--- src/rtl/sdio_mon_pkg.sv ---
package sdio_mon_pkg;

    localparam int NSRC     = 2;
    localparam int SRC_RW   = 0;
    localparam int SRC_CARD = 1;

    typedef enum logic [1:0] {
        RW_IDLE = 2'd0,
        RW_WAIT = 2'd1,
        RW_HOLD = 2'd2
    } rw_state_e;

    // Window in which a low DAT1 counts as a card interrupt.
    function automatic logic det_window(logic wide, logic clk_on, logic gap);
        return wide ? gap : clk_on;
    endfunction

endpackage

--- src/rtl/dat1_mon.sv ---
module dat1_mon
    import sdio_mon_pkg::*;
#(
    parameter int SYNC_STAGES = 2
) (
    input  logic clk,
    input  logic rst,
    input  logic dat1_in,
    input  logic wide_bus,
    input  logic card_clk_en,
    input  logic xfer_gap,
    output logic dat1_lvl,
    output logic window,
    output logic card_hit
);

    logic [SYNC_STAGES-1:0] sync_q;

    generate
        if (SYNC_STAGES == 1) begin : g_one
            always_ff @(posedge clk) begin
                if (rst) sync_q <= '1;
                else     sync_q <= dat1_in;
            end
        end else begin : g_chain
            always_ff @(posedge clk) begin
                if (rst) sync_q <= '1;
                else     sync_q <= {sync_q[SYNC_STAGES-2:0], dat1_in};
            end
        end
    endgenerate

    assign dat1_lvl = sync_q[SYNC_STAGES-1];
    assign window   = det_window(wide_bus, card_clk_en, xfer_gap);
    assign card_hit = window && !dat1_lvl;

    // the synchronized level only moves toward a value the input held earlier
    a_r2_sync_source: assert property (@(posedge clk) disable iff (rst)
        $fell(dat1_lvl) |-> $past(!sync_q[0]));

endmodule

--- src/rtl/rw_ctrl.sv ---
module rw_ctrl
    import sdio_mon_pkg::*;
#(
    parameter int RW_DELAY = 2
) (
    input  logic clk,
    input  logic rst,
    input  logic rw_en,
    input  logic rw_req,
    input  logic xfer_gap,
    output logic active,
    output logic start
);

    localparam int CNT_W = $clog2(RW_DELAY + 1);
    localparam logic [CNT_W-1:0] LAST = CNT_W'(RW_DELAY - 1);

    rw_state_e       state_q;
    logic [CNT_W-1:0] cnt_q;
    logic            gap_q;
    logic            go;
    logic            rise;

    assign go    = rw_en && rw_req;
    assign rise  = xfer_gap && !gap_q;
    assign start = (state_q == RW_WAIT) && go && (cnt_q == LAST);
    assign active = (state_q == RW_HOLD);

    always_ff @(posedge clk) begin
        if (rst) begin
            state_q <= RW_IDLE;
            cnt_q   <= '0;
            gap_q   <= 1'b0;
        end else begin
            gap_q <= xfer_gap;
            unique case (state_q)
                RW_IDLE: begin
                    if (rise && go) begin
                        state_q <= RW_WAIT;
                        cnt_q   <= CNT_W'(1);
                    end
                end
                RW_WAIT: begin
                    if (!go)             state_q <= RW_IDLE;
                    else if (cnt_q == LAST) state_q <= RW_HOLD;
                    else                 cnt_q   <= cnt_q + 1'b1;
                end
                RW_HOLD: begin
                    if (!go) state_q <= RW_IDLE;
                end
                default: state_q <= RW_IDLE;
            endcase
        end
    end

    // hold ends on the first edge the request or enable is gone
    a_r6_release: assert property (@(posedge clk) disable iff (rst)
        (active && !go) |=> !active);

    // drive only begins out of the waiting phase with the request present
    a_r7_from_wait: assert property (@(posedge clk) disable iff (rst)
        $rose(active) |-> $past(state_q == RW_WAIT && rw_req && rw_en));

endmodule

--- src/rtl/irq_status.sv ---
module irq_status
    import sdio_mon_pkg::*;
(
    input  logic            clk,
    input  logic            rst,
    input  logic [NSRC-1:0] set,
    input  logic [NSRC-1:0] clr,
    input  logic [NSRC-1:0] en,
    output logic [NSRC-1:0] pend,
    output logic            irq
);

    always_ff @(posedge clk) begin
        if (rst) pend <= '0;
        else     pend <= (pend & ~clr) | set;
    end

    assign irq = |(pend & en);

    generate
        for (genvar i = 0; i < NSRC; i++) begin : g_chk
            // a new event wins over a clear in the same cycle
            a_r9_set_wins: assert property (@(posedge clk) disable iff (rst)
                set[i] |=> pend[i]);
            // clear without a new event empties the bit
            a_r9_clear: assert property (@(posedge clk) disable iff (rst)
                (clr[i] && !set[i]) |=> !pend[i]);
        end
    endgenerate

endmodule

--- src/rtl/sdio_irq_rw_mon.sv ---
module sdio_irq_rw_mon
    import sdio_mon_pkg::*;
#(
    parameter int SYNC_STAGES = 2,
    parameter int RW_DELAY    = 2
) (
    input  logic       clk,
    input  logic       rst,
    input  logic       dat1_i,
    input  logic       wide_bus_i,
    input  logic       card_clk_en_i,
    input  logic       xfer_gap_i,
    input  logic       rw_en_i,
    input  logic       rw_req_i,
    input  logic [1:0] irq_en_i,
    input  logic [1:0] irq_clr_i,
    output logic       dat2_o,
    output logic       dat2_oe_o,
    output logic       irq_o,
    output logic [1:0] pend_o,
    output logic       stat_dat1_o,
    output logic       stat_window_o,
    output logic       stat_rw_o
);

    logic            card_hit;
    logic            rw_start;
    logic            rw_active;
    logic [NSRC-1:0] set_vec;

    dat1_mon #(.SYNC_STAGES(SYNC_STAGES)) u_dat1 (
        .clk         (clk),
        .rst         (rst),
        .dat1_in     (dat1_i),
        .wide_bus    (wide_bus_i),
        .card_clk_en (card_clk_en_i),
        .xfer_gap    (xfer_gap_i),
        .dat1_lvl    (stat_dat1_o),
        .window      (stat_window_o),
        .card_hit    (card_hit)
    );

    rw_ctrl #(.RW_DELAY(RW_DELAY)) u_rw (
        .clk      (clk),
        .rst      (rst),
        .rw_en    (rw_en_i),
        .rw_req   (rw_req_i),
        .xfer_gap (xfer_gap_i),
        .active   (rw_active),
        .start    (rw_start)
    );

    always_comb begin
        set_vec           = '0;
        set_vec[SRC_RW]   = rw_start;
        set_vec[SRC_CARD] = card_hit;
    end

    irq_status u_irq (
        .clk  (clk),
        .rst  (rst),
        .set  (set_vec),
        .clr  (irq_clr_i),
        .en   (irq_en_i),
        .pend (pend_o),
        .irq  (irq_o)
    );

    assign dat2_oe_o = rw_active;
    assign dat2_o    = !rw_active;
    assign stat_rw_o = rw_active;

    // gated clock in 1-bit mode cannot raise the card interrupt bit
    a_r4_clk_off: assert property (@(posedge clk) disable iff (rst)
        (!wide_bus_i && !card_clk_en_i && !pend_o[SRC_CARD]) |=> !pend_o[SRC_CARD]);

    // closed gap in 4-bit mode cannot raise the card interrupt bit
    a_r5_gap_only: assert property (@(posedge clk) disable iff (rst)
        (wide_bus_i && !xfer_gap_i && !pend_o[SRC_CARD]) |=> !pend_o[SRC_CARD]);

    // start of DAT2 drive coincides with the read-wait pending bit
    a_r8_rw_flag: assert property (@(posedge clk) disable iff (rst)
        $rose(dat2_oe_o) |-> pend_o[SRC_RW]);

    // with every enable clear the merged line stays quiet
    a_r10_masked: assert property (@(posedge clk) disable iff (rst)
        (irq_en_i == 2'b00) |-> !irq_o);

    // merged line only fires with a pending source behind it
    a_r10_needs_pend: assert property (@(posedge clk) disable iff (rst)
        irq_o |-> (pend_o != 2'b00));

endmodule

--- config.mk ---
export PLATFORM = sky130hd
export DESIGN_NAME = sdio_irq_rw_mon
export DESIGN_NICKNAME = d
export VERILOG_FILES = /design/src/rtl/sdio_mon_pkg.sv /design/src/rtl/dat1_mon.sv /design/src/rtl/rw_ctrl.sv /design/src/rtl/irq_status.sv /design/src/rtl/sdio_irq_rw_mon.sv
export SDC_FILE = /design/constraint.sdc
export NUM_CORES = 1
export LEC_CHECK = 0
export BUFFER_PORTS_ARGS = -buffer_cell sky130_fd_sc_hd__buf_2
export CAP_MARGIN = 5
export CORE_AREA = 2 2 39 41
export DETAILED_ROUTE_END_ITERATION = 8
export DIE_AREA = 0 0 41 43
export PLACE_DENSITY = 0.67
export SLEW_MARGIN = 20
export SYNTH_ARGS = -nofsm -noshare
export SYNTH_HDL_FRONTEND = slang
export SYNTH_SLANG_ARGS = --single-unit
--- constraint.sdc ---
create_clock -name clk -period 1.6 [get_ports clk]
set_clock_uncertainty 0.2 [all_clocks]
set_input_delay 0.16 -clock clk [delete_from_list [all_inputs] [get_ports clk]]
set_output_delay 0.16 -clock clk [all_outputs]
set_load 0.03 [all_outputs]
== Word level (Yosys, flattened, before mapping) ==
Cells that the tools add are included.
Cells by class
  add/sub/neg operators: 1
  multiplexer cells: 9
  bitwise operators: 4
  reductions and logical operators: 14
  eq/ne operators: 8
Operator list (number)
  two-way mux 2 bit: 6
  logical AND 1 bit: 6
  case mux 2 bit (3 select lines): 1
  bitwise AND 2 bit: 2
  equality test 2 x 1 -> 1 bit, second input constant: 2
  != test 2 x 1 -> 1 bit, second input constant: 2
  != test 2 bit, second input constant: 2
  case mux 2 bit (2 select lines): 1
  AND reduction 4 bit: 1
  logical NOT 1 bit: 3
  != test 3 bit, second input constant: 1
  AND reduction 3 bit: 1
  adder 2 x 1 -> 2 bit, second input constant: 1
  equality test 2 bit, second input constant: 1
  logical NOT 2 bit: 1
  inverter 2 bit: 1
  OR 2 bit: 1
  nonzero test 2 bit: 1
  OR reduction 2 bit: 1
  two-way mux 1 bit: 1
Word-level totals
  word-level logic and storage cells: 41
  flip-flop bits (word level): 9
  input bits: 12

== Depth between registers and ports, before layout ==
Gate-level depths: netlist (run 1).
  depth after elaboration: 5
  mapped depth: 5
  gate-level depth less buffers: 5

== Modules after synthesis ==
From an unflattened synthesis (run 1), not the netlist that was laid out.
Unflattened totals
  cells, all modules: 42
  area total of the unflattened synthesis: 432.9 µm²
Modules (own cells, without submodules)
  rw_ctrl: times used 1, area each 261.5 µm², sequential area each 100.1 µm², cells each 25
  dat1_mon: times used 1, area each 81.3 µm², sequential area each 40.0 µm², cells each 6
  irq_status: times used 1, area each 78.8 µm², sequential area each 40.0 µm², cells each 9
  sdio_irq_rw_mon: times used 1, area each 11.3 µm², sequential area each 0.0 µm², cells each 2

== Worst setup path after synthesis (run 1) ==
Ideal clock, no wire load.
  path kind: flip-flop to flip-flop
  start: register u_rw.cnt_q[1]
  end: register u_rw.cnt_q[1]
  stages on the path, launching flop included: 6
  setup time: 121 ps
  required time: 1279 ps
  arrival time: 1232 ps
  setup slack: 47 ps
  buffers on the path: 0
  period minus slack after synthesis: 1553 ps
  cell sequence: dfxtp_1 -> inv_1 -> ha_1 -> o31ai_4 -> nand3b_2 -> mux2_4
On the way
  word-level cells in the longest chain between the ends: 4
  elaborated cells on any way between the ends: 7
Ends and longest elaborated chain
  start: declaration: line rw_ctrl.sv:19  | logic [CNT_W-1:0] cnt_q;
  start signal: assignment: line rw_ctrl.sv:46  | else cnt_q <= cnt_q + 1'b1;
  adder 2 x 1 -> 2 bit: line rw_ctrl.sv:46
  two-way mux 2 bit: line rw_ctrl.sv:45  | else if (cnt_q == LAST) state_q <= RW_HOLD;
  two-way mux 2 bit: line rw_ctrl.sv:44  | if (!go) state_q <= RW_IDLE;
  case mux 2 bit (2 select lines): line rw_ctrl.sv:36  | unique case (state_q)
Several ways; a longest one is shown, not always the timed one. The select of a mux whose other input is x is not followed.
A chain may end at the register's enable or synchronous reset.

== Worst setup path in the final report (run 1) ==
  start: input xfer_gap_i
  end: register u_rw.gap_q
RTL lines
  start: declaration: line sdio_irq_rw_mon.sv:12  | input logic xfer_gap_i,
  end signal: assignment: line rw_ctrl.sv:35  | gap_q <= xfer_gap;
  end: declaration: line rw_ctrl.sv:20  | logic gap_q;
No word-level cell between the ends.

==> key figures, run 1 <==
Synthesis
  • Commonest cells in the synthesized netlist: dfxtp_1 (9), nor2_1 (4), a21oi_1 (3), inv_1 (3), nand2b_1 (3)
  • Syn Std Cell Area: 419 sq um
  • Cells taking the most area after synthesis: dfxtp_1 (43%), o31ai_4 (5.1%), nand2b_1 (4.5%)
  • Top cell type's share of synthesized area: 43.0%
  • Post-synthesis instance total: 42
  • Post-synthesis compound-gate area fraction: 15.5%
  • XOR/XNOR share of the synthesized area: 0%
  • Post-Syn Area per Cell: 9.98 sq um
  • Post-synthesis register bit count: 9
  • Number of synthesized flops with an enable pin: 0
  • Share of the yosys chip area belonging to registers: 43.0%
  • Adder-cell area share of the yosys netlist: 2.99%
  • Count leader, synth: dfxtp_1
  • Synth warn: 0
  • Largest family of logic cells by synthesized area: simple AND/OR/NAND/NOR gates
  • Synth area leader: dfxtp_1
  • Simple-Gate Fraction of Synth Area: 26.9%
  • Mux cell area share after synthesis: 6.27%
  • Post-Syn Nets: 55
  • Count of cell types in the netlist: 23
  • Synth async-reset ratio: 0%
  • Main synth FF type: dfxtp_1

Worst setup path
  • Crit path from: xfer_gap_i
  • CP Max Fanout: 3
  • Most used cell, CP: dlygate4sd3_1
  • Worst R2R Start: u_rw.cnt_q[1]
  • R2r worst-path depth: 5
  • Critical Path Source Type: primary input
  • Critical path endpoint category: register
  • CP max stage cell: dlygate4sd3_1
  • CP Class: primary input to register
  • Top cell family by delay on the critical path: buffers and inverters
  • Critical path buffer and inverter count: 3
  • Critical path depth in cells: 4
  • Critical Path RT: 1.55 ns
  • Crit-path cells: buf_2 > dlygate4sd3_1 > nor2b_1 > dlygate4sd3_1
  • Slowest stage delay, CP: 0.56 ns
  • Arrival time worst endpoint: 1.52 ns

CTS
  • H-tree Lvls: 1
  • CTS Buf Count: 3
  • CTS tree: done
  • Root Driver: clkbuf_4
  • Clk Latency, worst-skew pair: 0.26 ns
  • CTS max path bufs: 2
  • Clock input transition at the sequential cells of the worst setup and hold paths: 0.06 ns
  • Post-CTS setup buffers: 0
  • TritonCTS Sinks: 9

STA
  • Max-slew violations: 0
  • Setup TNS: 0 ns
  • Final number of setup-violating endpoints: 0
  • Hold Vio Cnt, Final: 1
  • Worst rel slew slack: 85.5%
  • Highest clock rate: 638 MHz
  • Crit share post-route: 98.0%
  • RSZ-0062 raised after global routing: no
  • Final min period: 1.57 ns
  • Hold Slack: -0.00572 ns
  • Tightest Pin Transition: 0.216 ns

Place
  • HPWL after DPL: 662 microns
  • IO buf count: 19
  • Area after DPL: 523 sq um
  • Routability cong.: 0.624

Global routing
  • Grt total ovfl: 0
  • Initial antenna violation count: 0
  • First-pass GRT wire length: 1440 microns
  • Largest net degree at the start of global routing: 11
  • Vias in the first global route: 341
  • Tot GR Track Use: 12.8%

Detailed routing
  • Iteration-0 DRC Markers: 2
  • Vias per cell: 4.41
  • Total number of vias: 375
  • Wire per inst: 11.1 microns
  • Initial DRT Pass Iterations: 2
  • Antenna Nets Post-Route: 0
  • # DRC: 0
  • Final wirelength: 946 microns

Die
  • Starting Density: 30.3%
  • Core Area: 0.00138 sq mm
  • Die area: 0.00176 sq mm
  • I/O Pins: 20
  • Die Wd: 41 microns
  • # rows: 14
  • Die height: 43 microns

Finish
  • Fin area: 631 sq um
  • Final layout net count: 83
  • Finished Core Util: 45.6%
  • Layout cells sized above 1: 44.9%
  • Antenna diodes: 0
  • Synth-to-Final Area Change: 50.4%

Hold path
  • Hold_sp: rw_req_i
  • HP Class: primary input to register
  • Worst Hold Depth: 3

Power
  • Pwr Total: 480 uW
  • Power Density: 762 mW/mm^2
  • Worst ir drop on vdd: 0.511 mV
  • P_leak: 0.000264 uW

Run status
  • Run status: finished, violations left
  • Failing checks: hold timing

Job
  • Max-cap violations: 0
[placed cells by master (no fill, tap or decap), drive strengths merged, types with 2 or more instances in the layout]
| cell type | Yosys | routed |
|---|---|---|
| dfxtp | 9 | 9 |
| dlygate4sd3 | 0 | 6 |
| nand2b | 4 | 4 |
| mux2 | 2 | 2 |
| clkbuf | 1 | 4 |
| a21oi | 3 | 3 |
| nand2 | 2 | 2 |
| nor2 | 4 | 4 |
| inv | 3 | 3 |
| or2 | 2 | 2 |
| buf | 1 | 19 |
[what timing repair did]
item                                   4_1_cts  5_1_grt
gates resized for setup                      3        2
hold buffers                                 6        0
pin swaps                                    0        2
endpoints found under the hold margin        5        0
setup endpoints to repair                    1        1
[area by class of cell]
class	instances	area [sq um]
flip-flops and latches	9	180
inverters	3	11.3
multi-input cells	28	238
repair buffers	25	155
well taps	16	20.0
clock buffers	4	26.3
fillers	137	753
[per-layer routing]
metal / track usage [%] / wire length, microns / vias to the layer above
met1: 13.3 / 411 / 168
met4: 4.00 / 0 / 0
met2: 20.3 / 506 / 9
li1: - / - / 198
met3: 7.85 / 28 / 0
met5: 0 / 0 / -
[flip-flops by register name (all words and copies together), names as in the netlist]
signal,count
u_dat1.sync_q,2
u_irq.pend,2
u_rw.cnt_q,2
u_rw.state_q,2
u_rw.gap_q,1
[tightest hold or removal path, cell delays in order]
cell	delay [ns]
buf_2	0.11
nand3_1	0.07
a21oi_1	0.06
[cells by family after synthesis]
logic type	count (synthesis)
flops	9
buf+inv	5
mux	2
simple gates	18
fa+ha+maj	1
compound gates	7
[final timing paths]
| kind | endpoint | slack [ns] |
|---|---|---|
| worst min register to register | u_dat1.sync_q[1] | 0.21 |
| worst max register to register | u_rw.cnt_q[1] | 0.07 |
| worst max-delay path | u_rw.gap_q | 0.03 |
| worst min-delay path | u_rw.state_q[1] | -0.006 |
[power by group]
part,switching [uW],internal (uW),total (uW)
registers,3.51,231,234
clock network,78.6,96.0,175
logic,34.1,37.6,71.7
total,116,364,480
[metrics by stage]
step                      setup WS, ns  std cells  hold WS (ns)
final                           0.0326         85      -0.00572
after global routing           0.00824         85        0.0154
after CTS                       0.0314         85      0.000716
after detailed placement       -0.0169         75         0.142
after global placement          0.0185         75         0.136
after floorplan                 0.0470         42        0.0571
No activity file was read; power rests on OpenSTA's default activity.
==> inputs of run 2 (changes only) <==
- RECOVER_POWER: not set -> 25
==> key figures, run 2 (same netlist as run 1, synthesis figures left out) <==
Run status
  • Run status: finished, violations left
  • Failing checks: hold timing

Place
  • Post-place setup slack: -0.0169 ns (unchanged)
  • Placed Cells: 75 (unchanged)
  • Routability cong.: 0.624 (unchanged)
  • IO buf count: 19 (unchanged)
  • Area after DPL: 523 sq um (unchanged)
  • HPWL after DPL: 662 microns (unchanged)

STA
  • Crit share post-route: 98.0% (unchanged)
  • Tightest Pin Transition: 0.361 ns (+0.146 ns)
  • Final min period: 1.57 ns (unchanged)
  • RSZ-0062 raised after global routing: no
  • Max-slew violations: 0 (unchanged)
  • Hold Vio Cnt, Final: 1 (unchanged)
  • Post-route setup slack: 0.0326 ns (unchanged)
  • Worst rel slew slack: 76.0% (-9.5 points)
  • Final number of setup-violating endpoints: 0 (unchanged)
  • Hold Slack: -0.00572 ns (unchanged)
  • Highest clock rate: 638 MHz (unchanged)

Finish
  • Fin area: 629 sq um (-0.20%)
  • Antenna diodes: 0 (unchanged)
  • Final non-filler cell total: 85 (unchanged)
  • Synth-to-Final Area Change: 50.1%
  • Filler instances: 138 (+0.73%)
  • Commonest non-fill, non-tap cells in the layout: buf_2 (18), dfxtp_1 (9), dlygate4sd3_1 (6)
  • Layout cells sized above 1: 43.5% (-1.4 points)
  • Final layout net count: 83 (unchanged)
  • Commonest non-fill, non-tap cell in the layout: buf_2

Power
  • Pwr Total: 480 uW (about the same)
  • P_leak: 0.000261 uW (-1.0%)
  • Power Density: 763 mW/mm^2 (+0.10%)
  • Worst ir drop on vdd: 0.511 mV (about the same)

Worst setup path
  • Critical Path RT: 1.55 ns (about the same)
  • Critical path endpoint category: register
  • R2r endpoint: u_rw.cnt_q[1]
  • Slowest stage delay, CP: 0.56 ns (about the same)
  • R2r setup slk: 0.07 ns (about the same)
  • Most used cell, CP: dlygate4sd3_1
  • Top cell family by delay on the critical path: buffers and inverters
  • Critical path depth in cells: 4 (unchanged)
  • Worst R2R Start: u_rw.cnt_q[1]
  • R2r worst-path depth: 5 (unchanged)
  • CP Max Fanout: 3 (unchanged)
  • Critical path destination: u_rw.gap_q
  • Crit path from: xfer_gap_i
  • Arrival time worst endpoint: 1.52 ns (about the same)
  • Critical Path Source Type: primary input
  • Crit-path cells: buf_2 > dlygate4sd3_1 > nor2b_1 > dlygate4sd3_1
  • CP max stage cell: dlygate4sd3_1
  • Critical path buffer and inverter count: 3 (unchanged)
  • CP Class: primary input to register

Detailed routing
  • Total number of vias: 376 (+0.27%)
  • Final wirelength: 946 microns (unchanged)
  • Wire per inst: 11.1 microns (unchanged)
  • Iteration-0 DRC Markers: 2 (unchanged)
  • Vias per cell: 4.42 (+0.27%)
  • Antenna Nets Post-Route: 0 (unchanged)
  • Initial DRT Pass Iterations: 2 (unchanged)
  • # DRC: 0 (unchanged)

Die
  • I/O Pins: 20 (unchanged)
  • Starting Density: 30.3% (unchanged)
  • Die Wd: 41 microns (unchanged)
  • Core Area: 0.00138 sq mm (unchanged)
  • Die area: 0.00176 sq mm (unchanged)
  • Die height: 43 microns (unchanged)
  • # rows: 14 (unchanged)

Global routing
  • Tot GR Track Use: 12.8% (unchanged)
  • Grt total ovfl: 0 (unchanged)
  • Initial antenna violation count: 0 (unchanged)
  • First-pass GRT wire length: 1440 microns (unchanged)
  • Largest net degree at the start of global routing: 11 (unchanged)
  • Vias in the first global route: 341 (unchanged)

CTS
  • TritonCTS Sinks: 9 (unchanged)
  • CTS tree: done
  • Root Driver: clkbuf_4
  • CTS max path bufs: 2 (unchanged)
  • Clk Latency, worst-skew pair: 0.26 ns (about the same)
  • CTS Buf Count: 3 (unchanged)
  • H-tree Lvls: 1 (unchanged)
  • Post-CTS setup buffers: 0 (unchanged)
  • Clock input transition at the sequential cells of the worst setup and hold paths: 0.06 ns (about the same)

Job
  • Max-cap violations: 0 (unchanged)

Hold path
  • HP Class: primary input to register
-- run 2: cell count changes in the layout (fill, tap and decap cells not counted) --
cell / change
buf_2: -1
clkbuf_1: +1
-- run 2: what timing repair did --
action | 4_1_cts | 5_1_grt
resized for setup | 3 | 2
setup endpoints to repair | 1 | 1
pin swaps | 0 | 2
hold buffers | 6 | 0
hold endpoints to repair | 5 | 0
-- run 2: layout make-up --
type / instances / area, sq um / area share, %
Clock buffer: 4 / 26.3 / 4.17
Timing Repair Buffer: 25 / 154 / 24.5
Sequential cell: 9 / 180 / 28.6
Tap cell: 16 / 20.0 / 3.18
Inverter: 3 / 11.3 / 1.79
Multi-Input combinational cell: 28 / 238 / 37.8
-- run 2: worst min path at each step --
| stage | start | endpoint | slack, ns | cells after the start |
|---|---|---|---|---|
| finish | rw_req_i | u_rw.state_q[1] | -0.006 | 3 |
| global route | rw_req_i | u_rw.state_q[1] | 0.02 | 3 |
| CTS | rw_req_i | u_rw.state_q[1] | 0.0007 | 3 |
| detailed placement | dat1_i | u_dat1.sync_q[0] | 0.14 | 2 |
| global placement | dat1_i | u_dat1.sync_q[0] | 0.14 | 2 |
| floorplan | dat1_i | u_dat1.sync_q[0] | 0.06 | 1 |
-- run 2: metrics by stage --
| stage | utilization [%] | TNS, ns |
|---|---|---|
| floorplan | - | 0 |
| global placement | 37.8 | 0 |
| detailed placement | 37.8 | -0.0169 |
| CTS | 44.8 | 0 |
| global route | 45.5 | 0 |
| finish | 45.5 | 0 |
-- run 2: per-layer routing --
layer,up-vias,global-route usage (%),part of all wire (%)
li1,198,-,-
met1,169,13.3,43
met2,9,20.3,53
met3,0,7.85,3.0
met4,0,4.00,0
met5,-,0,0
-- run 2: where the power goes --
group | switching (uW) | internal (uW) | leakage (uW)
clock | 78.6 | 96.0 | 0.0000150
combinational | 34.2 | 37.1 | 0.000172
sequential | 3.51 | 231 | 0.0000735
-- run 2: worst min-delay path, stage by stage --
cell     delay (ns)
buf_2          0.11
nand3_1        0.07
a21oi_1        0.06
